### src/rtl/fill_tx_pkg.sv
package fill_tx_pkg;

    typedef enum logic [2:0] {
        ST_OFF,
        ST_START,
        ST_DATA,
        ST_NINTH,
        ST_PARITY,
        ST_STOP1,
        ST_STOP2
    } tx_state_t;

    localparam logic [1:0] PAR_EVEN = 2'b01;
    localparam logic [1:0] PAR_ODD  = 2'b10;

    function automatic logic parity_on(input logic [1:0] mode);
        return (mode == PAR_EVEN) || (mode == PAR_ODD);
    endfunction

endpackage

### src/rtl/fill_tx_fifo.sv
module fill_tx_fifo #(
    parameter int W     = 8,
    parameter int DEPTH = 4
) (
    input  logic         clk,
    input  logic         rst_n,
    input  logic         push,
    input  logic [W-1:0] push_data,
    input  logic         pop,
    output logic [W-1:0] head,
    output logic         full,
    output logic         empty
);
    localparam int AW = (DEPTH > 1) ? $clog2(DEPTH) : 1;
    localparam int CW = $clog2(DEPTH + 1);

    logic [W-1:0]  mem [DEPTH];
    logic [AW-1:0] wr_ptr, rd_ptr;
    logic [CW-1:0] count;
    logic          do_push, do_pop;

    assign full    = (count == CW'(DEPTH));
    assign empty   = (count == '0);
    assign do_push = push && !full;
    assign do_pop  = pop && !empty;
    assign head    = mem[rd_ptr];

    always_ff @(posedge clk) begin
        if (do_push) mem[wr_ptr] <= push_data;
    end

    always_ff @(posedge clk or negedge rst_n) begin
        if (!rst_n) begin
            wr_ptr <= '0;
            rd_ptr <= '0;
            count  <= '0;
        end else begin
            if (do_push) wr_ptr <= (wr_ptr == AW'(DEPTH - 1)) ? '0 : wr_ptr + 1'b1;
            if (do_pop)  rd_ptr <= (rd_ptr == AW'(DEPTH - 1)) ? '0 : rd_ptr + 1'b1;
            if (do_push && !do_pop)      count <= count + 1'b1;
            else if (do_pop && !do_push) count <= count - 1'b1;
        end
    end
endmodule

### src/rtl/fill_tx_baud.sv
module fill_tx_baud #(
    parameter int DIV_W = 16,
    parameter int OS    = 16
) (
    input  logic             clk,
    input  logic             rst_n,
    input  logic             run,
    input  logic [DIV_W-1:0] divisor,
    output logic             bit_done
);
    localparam int OSW = $clog2(OS);

    logic [DIV_W-1:0] div_cnt;
    logic [OSW-1:0]   os_cnt;
    logic             os_tick;

    assign os_tick  = run && (div_cnt == divisor);
    assign bit_done = os_tick && (os_cnt == OSW'(OS - 1));

    always_ff @(posedge clk or negedge rst_n) begin
        if (!rst_n) begin
            div_cnt <= '0;
            os_cnt  <= '0;
        end else if (!run) begin
            div_cnt <= '0;
            os_cnt  <= '0;
        end else if (os_tick) begin
            div_cnt <= '0;
            os_cnt  <= bit_done ? '0 : os_cnt + 1'b1;
        end else begin
            div_cnt <= div_cnt + 1'b1;
        end
    end
endmodule

### src/rtl/fill_tx_fsm.sv
module fill_tx_fsm
    import fill_tx_pkg::*;
#(
    parameter int W = 8
) (
    input  logic         clk,
    input  logic         rst_n,
    input  logic         enable,
    input  logic         bit_done,
    input  logic         fifo_empty,
    input  logic [W-1:0] fifo_head,
    input  logic [W-1:0] fill_byte,
    input  logic         hs_en,
    input  logic         cts,
    input  logic [1:0]   parity_mode,
    input  logic         two_stop,
    output logic         fifo_pop,
    output logic         run,
    output logic         txd,
    output logic         txd_oe
);
    localparam int IDXW = (W > 1) ? $clog2(W) : 1;

    tx_state_t     state, state_nx;
    logic [W-1:0]  shreg;
    logic [IDXW-1:0] idx;
    logic          ninth, par_bit, par_en, stop2;
    logic          frame_end, load, take;
    logic [W-1:0]  next_byte;
    logic          next_ninth;

    assign frame_end  = bit_done && ((state == ST_STOP2) || (state == ST_STOP1 && !stop2));
    assign load       = enable && ((state == ST_OFF) || frame_end);
    assign take       = load && !fifo_empty && (!hs_en || cts);
    assign fifo_pop   = take;
    assign run        = (state != ST_OFF);
    assign next_byte  = take ? fifo_head : fill_byte;
    assign next_ninth = take;

    always_comb begin
        state_nx = state;
        unique case (state)
            ST_OFF:    if (enable) state_nx = ST_START;
            ST_START:  if (bit_done) state_nx = ST_DATA;
            ST_DATA:   if (bit_done && idx == IDXW'(W - 1)) state_nx = ST_NINTH;
            ST_NINTH:  if (bit_done) state_nx = par_en ? ST_PARITY : ST_STOP1;
            ST_PARITY: if (bit_done) state_nx = ST_STOP1;
            ST_STOP1:  if (bit_done) state_nx = stop2 ? ST_STOP2 : (enable ? ST_START : ST_OFF);
            ST_STOP2:  if (bit_done) state_nx = enable ? ST_START : ST_OFF;
            default:   state_nx = ST_OFF;
        endcase
    end

    always_ff @(posedge clk or negedge rst_n) begin
        if (!rst_n) state <= ST_OFF;
        else        state <= state_nx;
    end

    always_ff @(posedge clk or negedge rst_n) begin
        if (!rst_n) begin
            shreg   <= '0;
            ninth   <= 1'b0;
            par_bit <= 1'b0;
            par_en  <= 1'b0;
            stop2   <= 1'b0;
            idx     <= '0;
        end else if (load) begin
            shreg   <= next_byte;
            ninth   <= next_ninth;
            par_bit <= (^{next_ninth, next_byte}) ^ (parity_mode == PAR_ODD);
            par_en  <= parity_on(parity_mode);
            stop2   <= two_stop;
            idx     <= '0;
        end else if (state == ST_DATA && bit_done) begin
            idx <= idx + 1'b1;
        end
    end

    always_comb begin
        txd    = 1'b1;
        txd_oe = 1'b1;
        unique case (state)
            ST_OFF:    txd_oe = 1'b0;
            ST_START:  txd = 1'b0;
            ST_DATA:   txd = shreg[idx];
            ST_NINTH:  txd = ninth;
            ST_PARITY: txd = par_bit;
            ST_STOP1,
            ST_STOP2:  txd = 1'b1;
            default:   txd_oe = 1'b0;
        endcase
    end
endmodule

### src/rtl/fill_uart_tx.sv
module fill_uart_tx #(
    parameter int DATA_W     = 8,
    parameter int FIFO_DEPTH = 4,
    parameter int DIV_W      = 16,
    parameter int OVERSAMPLE = 16
) (
    input  logic              clk,
    input  logic              rst_n,
    input  logic              enable,
    input  logic              wr_en,
    input  logic [DATA_W-1:0] wr_data,
    output logic              fifo_full,
    output logic              fifo_empty,
    input  logic [DIV_W-1:0]  divisor,
    input  logic [1:0]        parity_mode,
    input  logic              two_stop,
    input  logic [DATA_W-1:0] fill_byte,
    input  logic              hs_en,
    input  logic              cts,
    output logic              txd,
    output logic              txd_oe
);
    logic              fifo_pop;
    logic [DATA_W-1:0] fifo_head;
    logic              bit_done;
    logic              run;

    fill_tx_fifo #(.W(DATA_W), .DEPTH(FIFO_DEPTH)) u_fifo (
        .clk       (clk),
        .rst_n     (rst_n),
        .push      (wr_en),
        .push_data (wr_data),
        .pop       (fifo_pop),
        .head      (fifo_head),
        .full      (fifo_full),
        .empty     (fifo_empty)
    );

    fill_tx_baud #(.DIV_W(DIV_W), .OS(OVERSAMPLE)) u_baud (
        .clk      (clk),
        .rst_n    (rst_n),
        .run      (run),
        .divisor  (divisor),
        .bit_done (bit_done)
    );

    fill_tx_fsm #(.W(DATA_W)) u_fsm (
        .clk         (clk),
        .rst_n       (rst_n),
        .enable      (enable),
        .bit_done    (bit_done),
        .fifo_empty  (fifo_empty),
        .fifo_head   (fifo_head),
        .fill_byte   (fill_byte),
        .hs_en       (hs_en),
        .cts         (cts),
        .parity_mode (parity_mode),
        .two_stop    (two_stop),
        .fifo_pop    (fifo_pop),
        .run         (run),
        .txd         (txd),
        .txd_oe      (txd_oe)
    );
endmodule

### config.mk
export PLATFORM = sky130hd
export DESIGN_NAME = fill_uart_tx
export DESIGN_NICKNAME = d
export VERILOG_FILES = /design/src/rtl/fill_tx_pkg.sv /design/src/rtl/fill_tx_fifo.sv /design/src/rtl/fill_tx_baud.sv /design/src/rtl/fill_tx_fsm.sv /design/src/rtl/fill_uart_tx.sv
export SDC_FILE = /design/constraint.sdc
export NUM_CORES = 1
export LEC_CHECK = 0
export ABC_AREA = 1
export BUFFER_PORTS_ARGS = -buffer_cell sky130_fd_sc_hd__clkbuf_2
export CAP_MARGIN = 20
export CORE_AREA = 3 3 101 103
export CTS_CLUSTER_DIAMETER = 150
export DETAILED_ROUTE_END_ITERATION = 7
export DIE_AREA = 0 0 104 106
export SLEW_MARGIN = 20
export SYNTH_ARGS = -nofsm -noshare
export SYNTH_HDL_FRONTEND = slang
export SYNTH_SLANG_ARGS = --single-unit
export TNS_END_PERCENT = 50
### constraint.sdc
create_clock -name clk -period 3.3 [get_ports clk]
set_input_delay 0.33 -clock clk [delete_from_list [all_inputs] [get_ports clk]]
set_output_delay 0.33 -clock clk [all_outputs]
set_load 0.02 [all_outputs]
Word level (Yosys, flattened, before mapping). Memory sizes are Yosys's and may differ from the RTL's. Cells that the tools add are included.

Bits in registers: 45. Bits in latches: 0. Bits in writable memories: 32. ROM bits: 0. Bits of input ports: 41. Output and inout bits: 4. Logic and storage cells: 104. Memories kept: 1.

Add/subtract/negate cells: 7. Multiply operators: 0. Div/mod/pow operators: 0. $lt $le $gt $ge: 1. Equality and inequality tests: 22. Shifts and indexed selects: 0. Multiplexer cells: 29. Bitwise logic cells: 1. Reduce and logical (&&, ||, !) cells: 31.

Memory list: u_fifo.mem (depth 4, bits a word 8, rd ports 1, clocked after memory_dff 0, write ports 1, line fill_tx_fifo.sv:17) `logic [W-1:0] mem [DEPTH];`.

Operator list (number): $mux 3 (12); $mux 16 (2); $pmux 3 s7 (1); $add 16x1->16 const B (1); $eq 16x16->1 (1); $eq 3x3->1 const B (5); $ne 2x2->1 const B (7); $logic_and 1x1->1 (13); $mux 4 (3); $reduce_xor 9->1 (1); $mux 8 (1); $reduce_and 7->1 (1); $add 3x1->3 const B (2); $eq 2x2->1 const B (3); $eq 3x2->1 const B (2); $logic_not 1->1 (6); $logic_not 3->1 (2); $mux 1 (6); $reduce_or 6->1 (1); $add 2x1->2 const B (2); $add 4x1->4 const B (1); $eq 4x4->1 const B (1); $logic_or 1x1->1 (4); $lt 3x4->1 const B (1); 10 further kinds (12).

Depth between registers and ports, before layout. Gate-level depths: netlist (run 1).

Depth in word-level cells: 12. Gate-level depth with buffers: 22. Gate-level depth less buffers: 21.

Hierarchy. Synthesis (run 1) repeated with hierarchy kept, for this count alone.

Cell total of the unflattened synthesis: 576. Area, all modules: 4523.1 um2.

By module, submodules not included: fill_tx_fifo (times used 1, cells an instance 154, area each 1754.2 um2, sequential area each 1136.1 um2); fill_tx_baud (times used 1, cells an instance 221, area each 1440.1 um2, sequential area each 500.5 um2); fill_tx_fsm (times used 1, cells an instance 201, area each 1328.8 um2, sequential area each 450.4 um2).

Worst setup path before layout (run 1). OpenSTA, ideal clock, no wires.

Path type: register -> register. Start: reg u_fifo.count[1]. End: reg u_fifo.count[2]. Library setup time: 131 ps. Arrival: 2374 ps. Data required time: 3169 ps. Path slack: 795 ps. Cell stages (with the launch flop): 12. Path buffers: 1. Period minus slack after synthesis: 2505 ps. Cell sequence: dfrtp_1 > or2_2 > nor2_1 > a21oi_2 > nand2_4 > buf_6 > ha_1 > inv_1 > fa_1 > a21oi_1 > o21ai_0 > xor2_1.

Cells in the longest elaborated chain, start to end: 8. Elaborated cells on any way between the ends: 17. Those cells by class: add/sub (2); eq/ne (1); mux (2); reduce/logical (12).

Ends and longest elaborated chain: start: declaration (line fill_tx_fifo.sv:19) `logic [CW-1:0] count;`; start signal: assignment (line fill_tx_fifo.sv:40) `if (do_push && !do_pop) count <= count + 1'b1;`; start signal: assignment (line fill_tx_fifo.sv:41) `else if (do_pop && !do_push) count <= count - 1'b1;`; $logic_not 3->1 (*) (line fill_tx_fifo.sv:23) `assign empty = (count == '0);`; net fifo_empty (line fill_uart_tx.sv:13) `output logic fifo_empty,`; $logic_not 1->1 (*) (line fill_tx_fifo.sv:25, fill_tx_fsm.sv:34); $logic_and 1x1->1 (2 in a row) (line fill_tx_fsm.sv:34) `assign take = load && !fifo_empty && (!hs_en || cts);`; $logic_and 1x1->1 (*) (line fill_tx_fifo.sv:25) `assign do_pop = pop && !empty;`; $logic_not 1->1 (line fill_tx_fifo.sv:40); $logic_and 1x1->1 (line fill_tx_fifo.sv:40); $mux 3 or $reduce_bool 2->1 (tied branches).

The timed path passes the listed nets; every way through them passes the cells marked *. The select of a mux whose other input is x is not followed. A chain may end at the register's enable or synchronous reset.

Final worst setup path (run 1).
Start: reg u_baud.div_cnt[6]. End: reg u_fifo.count[1].

Cells in the longest elaborated chain, start to end: 12. Elaborated cells on any way between the ends: 14. Those cells by class: eq/ne (1); mux (1); reduce/logical (12).

Ends and longest elaborated chain: start: declaration (line fill_tx_baud.sv:13) `logic [DIV_W-1:0] div_cnt;`; start signal: assignment (line fill_tx_baud.sv:31) `div_cnt <= div_cnt + 1'b1;`; $eq 16x16->1 (*) (line fill_tx_baud.sv:17) `assign os_tick = run && (div_cnt == divisor);`; $logic_and 1x1->1 (*) (line fill_tx_baud.sv:17); $logic_and 1x1->1 (*) (line fill_tx_baud.sv:18) `assign bit_done = os_tick && (os_cnt == OSW'(OS - 1));`; $logic_and 1x1->1 (*) (line fill_tx_fsm.sv:32) `assign frame_end = bit_done && ((state == ST_STOP2) || (state == ST_STOP1 && !stop2));`; $logic_or 1x1->1 (*) (line fill_tx_fsm.sv:33) `assign load = enable && ((state == ST_OFF) || frame_end);`; $logic_and 1x1->1 (*) (line fill_tx_fsm.sv:33); $logic_and 1x1->1 (*) (2 in a row) (line fill_tx_fsm.sv:34); $logic_and 1x1->1 (*) (line fill_tx_fifo.sv:25); $logic_not 1->1 (line fill_tx_fifo.sv:40); $logic_and 1x1->1 (line fill_tx_fifo.sv:40); $mux 3 or $reduce_bool 2->1 (tied branches).

Mark *: on every way between the ends. The rest lies on a longest branch, timed or not.

==> results of run 1 <==
## metrics by stage
| step | instance area [um2] | hold slack (ns) | instances | worst slack, ns | util |
|---|---|---|---|---|---|
| after CTS | 4740 | 0.188 | 684 | 0.594 | 0.511 |
| after global routing | 4740 | 0.184 | 684 | 0.359 | 0.511 |
| after floorplan | 4200 | 0.0344 | 503 | 0.795 | - |
| final | 4740 | 0.206 | 684 | 0.619 | 0.511 |
| after detailed placement | 4530 | 0.321 | 667 | 0.607 | 0.488 |
| after global placement | 4530 | 0.318 | 667 | 0.639 | 0.488 |
## final cells by class
cell class / count / area share
multi-input combinational: 341 / 0.373
timing repair buffer: 46 / 0.0501
clock inverter: 7 / 0.0169
sequential: 77 / 0.440
clock buffer: 9 / 0.0261
inverter: 75 / 0.0594
tap: 129 / 0.0340
## worst max-delay path by stage
stage | start | endpoint | slack (ns) | depth (start not counted)
final | u_baud.div_cnt[6]$_DFF_PN0_ | u_fifo.count[1]$_DFFE_PN0P_ | 0.62 | 14
after global routing | u_baud.div_cnt[6]$_DFF_PN0_ | u_fifo.count[1]$_DFFE_PN0P_ | 0.36 | 14
after CTS | u_baud.div_cnt[6]$_DFF_PN0_ | u_fifo.count[1]$_DFFE_PN0P_ | 0.59 | 14
after detailed placement | u_baud.div_cnt[6]$_DFF_PN0_ | u_fifo.count[1]$_DFFE_PN0P_ | 0.61 | 14
after global placement | u_baud.div_cnt[6]$_DFF_PN0_ | u_fifo.count[1]$_DFFE_PN0P_ | 0.64 | 14
after floorplan | u_fifo.count[1]$_DFFE_PN0P_ | u_fifo.count[2]$_DFFE_PN0P_ | 0.80 | 11
## state kept, by name, summed over array words and instances (netlist names)
signal          cells
u_baud.div_cnt     16
u_baud.os_cnt       4
u_fifo.count        3
u_fifo.mem         32
u_fifo.rd_ptr       2
u_fifo.wr_ptr       2
u_fsm.idx           3
u_fsm.ninth         1
u_fsm.par_bit       1
u_fsm.par_en        1
u_fsm.shreg         8
u_fsm.state         3
u_fsm.stop2         1
## layer usage
| metal | vias to the layer above | global-route usage |
|---|---|---|
| met1 | 1508 | 0.215 |
| met4 | 0 | 0.0541 |
| met3 | 10 | 0.0261 |
| met5 | - | 0 |
| met2 | 50 | 0.249 |
| li1 | 1719 | - |
## placed cells by master (no fill, tap or decap), types with 11 or more instances in the layout
cell type / netlist / final
inv_1: 69 / 69
dfrtp_1: 45 / 45
o21ai_0: 52 / 52
nand2_1: 121 / 121
nand3_1: 18 / 18
xnor2_1: 13 / 13
edfxtp_1: 32 / 32
nor2_1: 61 / 61
ha_1: 11 / 11
clkbuf_2: 0 / 44
## power breakdown
part	internal [mW]	switching, mW
Sequential	1.02	0.0183
Combinational	0.0662	0.0882
Clock	0.359	0.383
Total	1.44	0.489
## cells by family after synthesis
family / Yosys count / share of synthesized area
fa+ha+maj: 12 / 0.0375
simple gates: 224 / 0.227
mux: 2 / 0.00506
buf+inv: 85 / 0.0824
xor+xnor: 16 / 0.0333
flops: 77 / 0.496
compound gates: 87 / 0.118
## critical path: cells and delay by family (launching register included)
kind                       cells  cell delay, ns
adders and majority gates      2            0.68
buffers and inverters          2            0.18
DFF                            1            0.42
muxes                          1            0.26
and+or+nand+nor                9            1.03
## timing repair
| action | CTS | global route |
|---|---|---|
| endpoints found under the hold margin | 17 | 0 |
| hold buffers | 1 | 0 |
| setup endpoints to repair | 0 | 0 |
==> reports/results.ini, run 1 <==
[final_layout]
post_route_cells_drive_above_1_share = 0.157
multi_input_area_um2 = 1770
diodes = 0
filler_cell_count = 888
finish.net_count = 603
sequential_cell_area_um2 = 2090
synthToLayoutAreaGrowth_pct = 12.8

[sta]
worst_slew_margin_relative_to_its_limit = 0.397
hold_viol_final = 0
tns_ns = 0
skew_ns = 0.00875
final_min_period_over_clock_period = 0.812
layout_min_cycle_time_ns = 2.68
drv_slew = 0
timing.final.setup_violations = 0
unrepaired_setup_endpoints_after_global_routing = false
tightest_slew_ns = 0.901
maxClockFrequency_mhz = 373

[yosys]
synth_top_cell_by_area = dfrtp_1
yosysTopAreaCellShare = 0.268
seq_area_frac_synth = 0.496
syn-mean-instance-area_um2 = 8.36
ys_ff_latch = 77
asyncSetResetFlopFracSynth = 0.584
postSynth.topFlopCell = dfrtp_1
synth_cell_type_count = 40
synth_enable_flop_cells = 32
yosys.cell_count.top_type = nand2_1
synth.cell_area_um2 = 4200
synth_cells = 503
post_synth_main_area_contributors = dfrtp_1 (27%), edfxtp_1 (23%), nand2_1 (11%)
synth_nets = 556
yosysWarnings = 0
synth.top_cells.by_count = nand2_1 (121), inv_1 (69), nor2_1 (61)

[drt]
drc = 0
drt-initial-drc-count = 158
detail_route.vias_per_cell = 4.81
wl_met3_um = 274
drt_wl_total_um = 8360
drt-pass1-iter-count = 4
routedLengthMet1_um = 4200
drt.antenna.violating_nets = 0
post_drt_wl_per_cell_um = 12.2
routed-via-count = 3287
highest_layer = met4
met2_wirelength_um = 3780

[clock_tree]
post_cts_resize_count = 0
clock_sinks = 77
numCtsBuffers = 9
cts_tree = built
number_of_h_tree_levels = 3
cts_post_setup_buffers_inserted = 0
worst_skew_pair.late_latency_ns = 0.34
ctsLongestPathBuffers = 2
cts_root_buf = clkbuf_8
clock_input_transition_at_the_sequential_cells_of_the_worst_setup_and_hold_paths_ns = 0.08

[critical_path]
critical_path.most_common_cell = nand2_1
worstPathRequired_ns = 3.53
cp.arrival_ns = 2.91
critical_path.reg2reg.endpoint = u_fifo.count[1]$_DFFE_PN0P_
ff2ff_setup_slack_ns = 0.62
crit_path_start_kind = register
critPathSlowestCell = dfrtp_1
reg2regPathDepth = 14
timing.critical_path.fanout_max = 22
criticalPathCategory = reg2reg
timing.critical_path.slowest_cell_delay_ns = 0.42
endpoint_kind = register
r2r-start = u_baud.div_cnt[6]$_DFF_PN0_
crit_chain = inv_2 > nand2_1 > nand2_1 > nand2_1 > nor2_1 > nand2_1 > nor2_4 > nand4_4 > nand2_4 > nand2_4 > ha_1 > inv_1 > fa_1 > mux2_2

[pwr]
power.ir.vdd_worst_v = 0.000251
design_power_total_mw = 1.93
power.density_cell_area_nw_per_um2 = 408
static-leakage-power_nw = 2.23

[grt]
antenna_violations_before_repair = 0
grt_pass1_vias = 2919
globalRouteOverflowTotal = 0
grt_first_pass_wirelength_um = 13800
grt_usage = 0.155
grt_start_max_net_pins = 29

[die]
dieArea_um2 = 11000
initial_core_util = 0.453
design.portCount = 45
core-area_um2 = 9280
die_w_um = 104
dieHeight_um = 106
floorplan_row_count = 35

[run]
max_cap_viol_count = 0

[placement]
hpwl_um = 6290
count_of_buffers_inserted_at_the_top_level_ports = 44
weighted_congestion_at_the_end_of_routability_driven_global_placement = 0.890

[worst_hold_path]
hold_depth = 1
hold_path_class = in2reg
worst_hold_path_startpoint = wr_data[1]
worst_hold_path.endpoint = u_fifo.mem[0][1]$_DFFE_PP_

[outcome]
status = finished, final reports clean

Note: power is estimated with default switching activity, not from simulation.
==> run 2, diff against run 1 <==
--- a/config.mk
+++ b/config.mk
@@ -5,13 +5,13 @@
 export SDC_FILE = /design/constraint.sdc
 export NUM_CORES = 1
 export LEC_CHECK = 0
-export ABC_AREA = 1
+export ABC_AREA = 0
 export BUFFER_PORTS_ARGS = -buffer_cell sky130_fd_sc_hd__clkbuf_2
 export CAP_MARGIN = 20
-export CORE_AREA = 3 3 101 103
+export CORE_AREA = 3 3 98 100
 export CTS_CLUSTER_DIAMETER = 150
 export DETAILED_ROUTE_END_ITERATION = 7
-export DIE_AREA = 0 0 104 106
+export DIE_AREA = 0 0 101 103
 export SLEW_MARGIN = 20
 export SYNTH_ARGS = -nofsm -noshare
 export SYNTH_HDL_FRONTEND = slang
==> constraint.sdc (replaced) <==
create_clock -name clk -period 2.5 [get_ports clk]
set_input_delay 0.25 -clock clk [delete_from_list [all_inputs] [get_ports clk]]
set_output_delay 0.25 -clock clk [all_outputs]
set_load 0.02 [all_outputs]
==> run 2 against run 1 <==
Net effect:
- the run now ends with setup timing left
- synthesized area decreased by 6.6%
- fmax increased by 6.7%
- largest power group unchanged
- combinational power increased to 4.6 times the previous value
- cell count decreased by 26%
- sequential share of layout area increased by 0.91 points
- critical path depth decreased by 4
==> reports/results.ini, run 2 <==
[outcome]
status = finished, violations left
violated_checks = setup timing

[grt]
global_route.usage.met1 = 0.203  ; -0.0115
grt_first_pass_wirelength_um = 12200  ; -12%
globalRouteOverflowTotal = 0  ; unchanged
grt_pass1_vias = 2577  ; -12%
most_crowded_layer_gr = met2
grt_start_max_net_pins = 28  ; -3.4%
antenna_violations_before_repair = 0  ; unchanged
met2_usage = 0.249  ; about the same
grt_usage = 0.150  ; -0.00558
grt_util_met3 = 0.0250  ; -0.00107

[pwr]
static-leakage-power_nw = 1.97  ; -12%
sw_frac_of_total = 0.306  ; +0.0528
power_frac_seq = 0.494  ; -0.042
p_sw_uw = 982  ; +100%
comb_power_share = 0.222  ; +0.142
clock_power_share = 0.284  ; -0.100
power.internal_mw = 2.23  ; +54%
power.ir.vdd_worst_v = 0.000392  ; +56%
power.density_cell_area_nw_per_um2 = 691  ; +69%

[sta]
skew_ns = 0.0137  ; +0.00494 ns
timing.final.setup_violations = 1  ; +1
maxClockFrequency_mhz = 398  ; +6.7%
tightest_slew_ns = 0.416  ; -0.485 ns
holdWs_ns = 0.119  ; -0.0867 ns
hold_viol_final = 0  ; unchanged
final_min_period_over_clock_period = 1.01  ; +0.193
unrepaired_setup_endpoints_after_global_routing = true
layout_min_cycle_time_ns = 2.51  ; -0.168 ns
tns_ns = -0.0127  ; -0.0127 ns
drv_slew = 0  ; unchanged
worst_slack_ns = -0.0127  ; -0.632 ns
worst_slew_margin_relative_to_its_limit = 0.723  ; +0.325

[critical_path]
criticalPathCategory = reg2reg
reg2regPathDepth = 10  ; -4
cp.arrival_ns = 2.74  ; -0.17 ns
timing.critical_path.fanout_max = 4  ; -82%
endpoint_kind = register
worstPathRequired_ns = 2.72  ; -0.81 ns
crit_path_start_kind = register
ff2ff_setup_slack_ns = -0.01  ; -0.63 ns
critical_path.reg2reg.endpoint = u_fifo.count[1]$_DFFE_PN0P_
r2r-start = u_baud.div_cnt[10]$_DFF_PN0_

[yosys]
synth_cell_type_count = 46  ; +15%
synth_nets = 378  ; -32%
synth_enable_flop_cells = 32  ; unchanged
yosysWarnings = 0  ; unchanged
yosysTopAreaCellShare = 0.287  ; +0.0189
postSynth.topFlopCell = dfrtp_1
syn-mean-instance-area_um2 = 12.1  ; +45%
post_synth_main_area_contributors = dfrtp_1 (29%), edfxtp_1 (24%), xnor2_1 (8.3%)
yosys.cell_count.top_type = dfrtp_1
synth.top_cells.by_count = dfrtp_1 (45), xnor2_1 (37), edfxtp_1 (32)
ys_ff_latch = 77  ; unchanged
synth.cell_area_um2 = 3930  ; -6.6%
synth_top_cell_by_area = dfrtp_1
synth_cells = 325  ; -35%
seq_area_frac_synth = 0.532  ; +0.0351
asyncSetResetFlopFracSynth = 0.584  ; unchanged

[die]
design.portCount = 45  ; unchanged
dieArea_um2 = 10400  ; -5.6%
floorplan_row_count = 34  ; -2.9%
die_w_um = 101  ; -2.9%
core-area_um2 = 8760  ; -5.6%
dieHeight_um = 103  ; -2.8%
initial_core_util = 0.448  ; -0.00480

[clock_tree]
clock_sinks = 77  ; unchanged
cts_root_buf = clkbuf_8
clock_input_transition_at_the_sequential_cells_of_the_worst_setup_and_hold_paths_ns = 0.10  ; +0.02 ns
worst_skew_pair.late_latency_ns = 0.34  ; about the same
number_of_h_tree_levels = 3  ; unchanged
numCtsBuffers = 9  ; unchanged
post_cts_resize_count = 0  ; unchanged
cts_tree = built
ctsLongestPathBuffers = 2  ; unchanged

[placement]
postPlaceCellArea_um2 = 4430  ; -2.2%
weighted_congestion_at_the_end_of_routability_driven_global_placement = 0.796  ; -11%
hpwl_um = 5470  ; -13%
count_of_buffers_inserted_at_the_top_level_ports = 44  ; unchanged

[final_layout]
reg.largest.list = u_fifo.mem (32), u_baud.div_cnt (16), u_fsm.shreg (8)
final_common_cell = dfrtp_1
largest_register = u_fifo.mem
diodes = 0  ; unchanged
largest_register_ffs = 32  ; unchanged
post_route_cells_drive_above_1_share = 0.272  ; +0.115
most_used_cells_in_the_layout_excluding_fill_and_tap_cells = dfrtp_1 (45), clkbuf_2 (44), xnor2_1 (37), edfxtp_1 (32), buf_4 (26)
postLayoutCoreUtil = 0.530  ; +0.0193
synthToLayoutAreaGrowth_pct = 18.3
design_area_um2 = 4650  ; -2.0%
finish.net_count = 449  ; -26%

[drt]
drc = 0  ; unchanged
drt.antenna.violating_nets = 0  ; unchanged
drt-initial-drc-count = 73  ; -54%
drt-pass1-iter-count = 4  ; unchanged
detail_route.vias_per_cell = 5.07  ; +5.5%
drt_wl_total_um = 7330  ; -12%
routed-via-count = 2581  ; -21%
post_drt_wl_per_cell_um = 14.4  ; +18%

[worst_hold_path]
worst_hold_path.endpoint = u_fifo.mem[3][2]$_DFFE_PP_
hold_path_class = in2reg
worst_hold_path_startpoint = wr_data[2]
hold_depth = 1  ; unchanged

[run]
max_cap_viol_count = 0  ; unchanged

==> run 2: cell types whose count changed after synthesis, moves of 9 or more <==
| cell | delta |
|---|---|
| xnor2_1 | +24 |
| inv_1 | -58 |
| nor2_1 | -36 |
| nand2_1 | -96 |
| mux4_2 | +10 |
| o21ai_0 | -32 |
| nand3_1 | -10 |
| mux2i_1 | +11 |
| nand2_2 | -9 |
==> run 2: layer usage <==
metal	wire length, um	vias up
li1	-	1304
met1	3500	1235
met2	3570	33
met3	199	9
met4	63	0
met5	0	-
==> run 2: how the worst max path moves through the flow <==
stage                                      start                           to  slack [ns]
floorplan           u_baud.div_cnt[11]$_DFF_PN0_  u_fifo.count[1]$_DFFE_PN0P_       -0.01
global placement     u_baud.div_cnt[4]$_DFF_PN0_  u_fifo.count[1]$_DFFE_PN0P_        0.07
detailed placement  u_baud.div_cnt[13]$_DFF_PN0_  u_fifo.count[1]$_DFFE_PN0P_       0.001
CTS                 u_baud.div_cnt[13]$_DFF_PN0_  u_fifo.count[1]$_DFFE_PN0P_       -0.02
global route        u_baud.div_cnt[15]$_DFF_PN0_  u_fifo.count[1]$_DFFE_PN0P_       -0.15
finish              u_baud.div_cnt[10]$_DFF_PN0_  u_fifo.count[1]$_DFFE_PN0P_       -0.01
==> run 2: cells by family after synthesis <==
family	Yosys count	share of synthesized area
buffers and inverters	23	0.0255
DFF	77	0.532
and+or+nand+nor	94	0.126
adders and majority gates	13	0.0427
AOI/OAI and AO/OA	47	0.0749
xor gates and xnor gates	45	0.100
muxes	26	0.0994
==> run 2: timing repair <==
item                                    CTS  global route
setup buffers                             0             2
endpoints found under the setup margin    1             2
endpoints found under the hold margin    45             0
hold buffers                              1             0
gates cloned                              0             0
pin swaps                                 1             4
==> run 2: metrics by stage <==
| stage | setup slack, ns | std cells | power, mW |
|---|---|---|---|
| after floorplan | -0.0130 | 325 | 2.08 |
| after global placement | 0.0665 | 490 | 2.31 |
| after detailed placement | 0.00119 | 490 | 2.34 |
| after CTS | -0.0219 | 507 | 3.26 |
| after global routing | -0.147 | 509 | 3.38 |
| final | -0.0127 | 509 | 3.21 |
==> run 2: layout make-up <==
class | count | area (um2)
well taps | 108 | 135
repair buffers | 72 | 445
fillers | 798 | 4120
flip-flops and latches | 77 | 2090
multi-input cells | 225 | 1740
clock inverters | 7 | 68.8
clock buffers | 9 | 124
inverters | 11 | 41.3
==> run 2: worst max-delay path, cell delays in order, from the launching register on <==
cell and delay [ns]:
dfrtp_1 0.42, xnor2_1 0.15, nand4_1 0.18, nor4_4 0.40, a32oi_4 0.15, nor2b_2 0.14
inv_1 0.05, ha_2 0.19, inv_2 0.05, fa_1 0.39, mux2_2 0.26
==> run 2: power by group through the flow <==
| stage | Clock [mW] | Combinational, mW | Sequential, mW |
|---|---|---|---|
| 4_1_cts | 0.942 | 0.725 | 1.59 |
| 3_3_place_gp | 0 | 0.706 | 1.61 |
| 3_5_place_dp | 0 | 0.719 | 1.62 |
| 2_1_floorplan | 0 | 0.476 | 1.60 |
| 5_1_grt | 0.978 | 0.791 | 1.61 |
| 6_report | 0.911 | 0.711 | 1.59 |
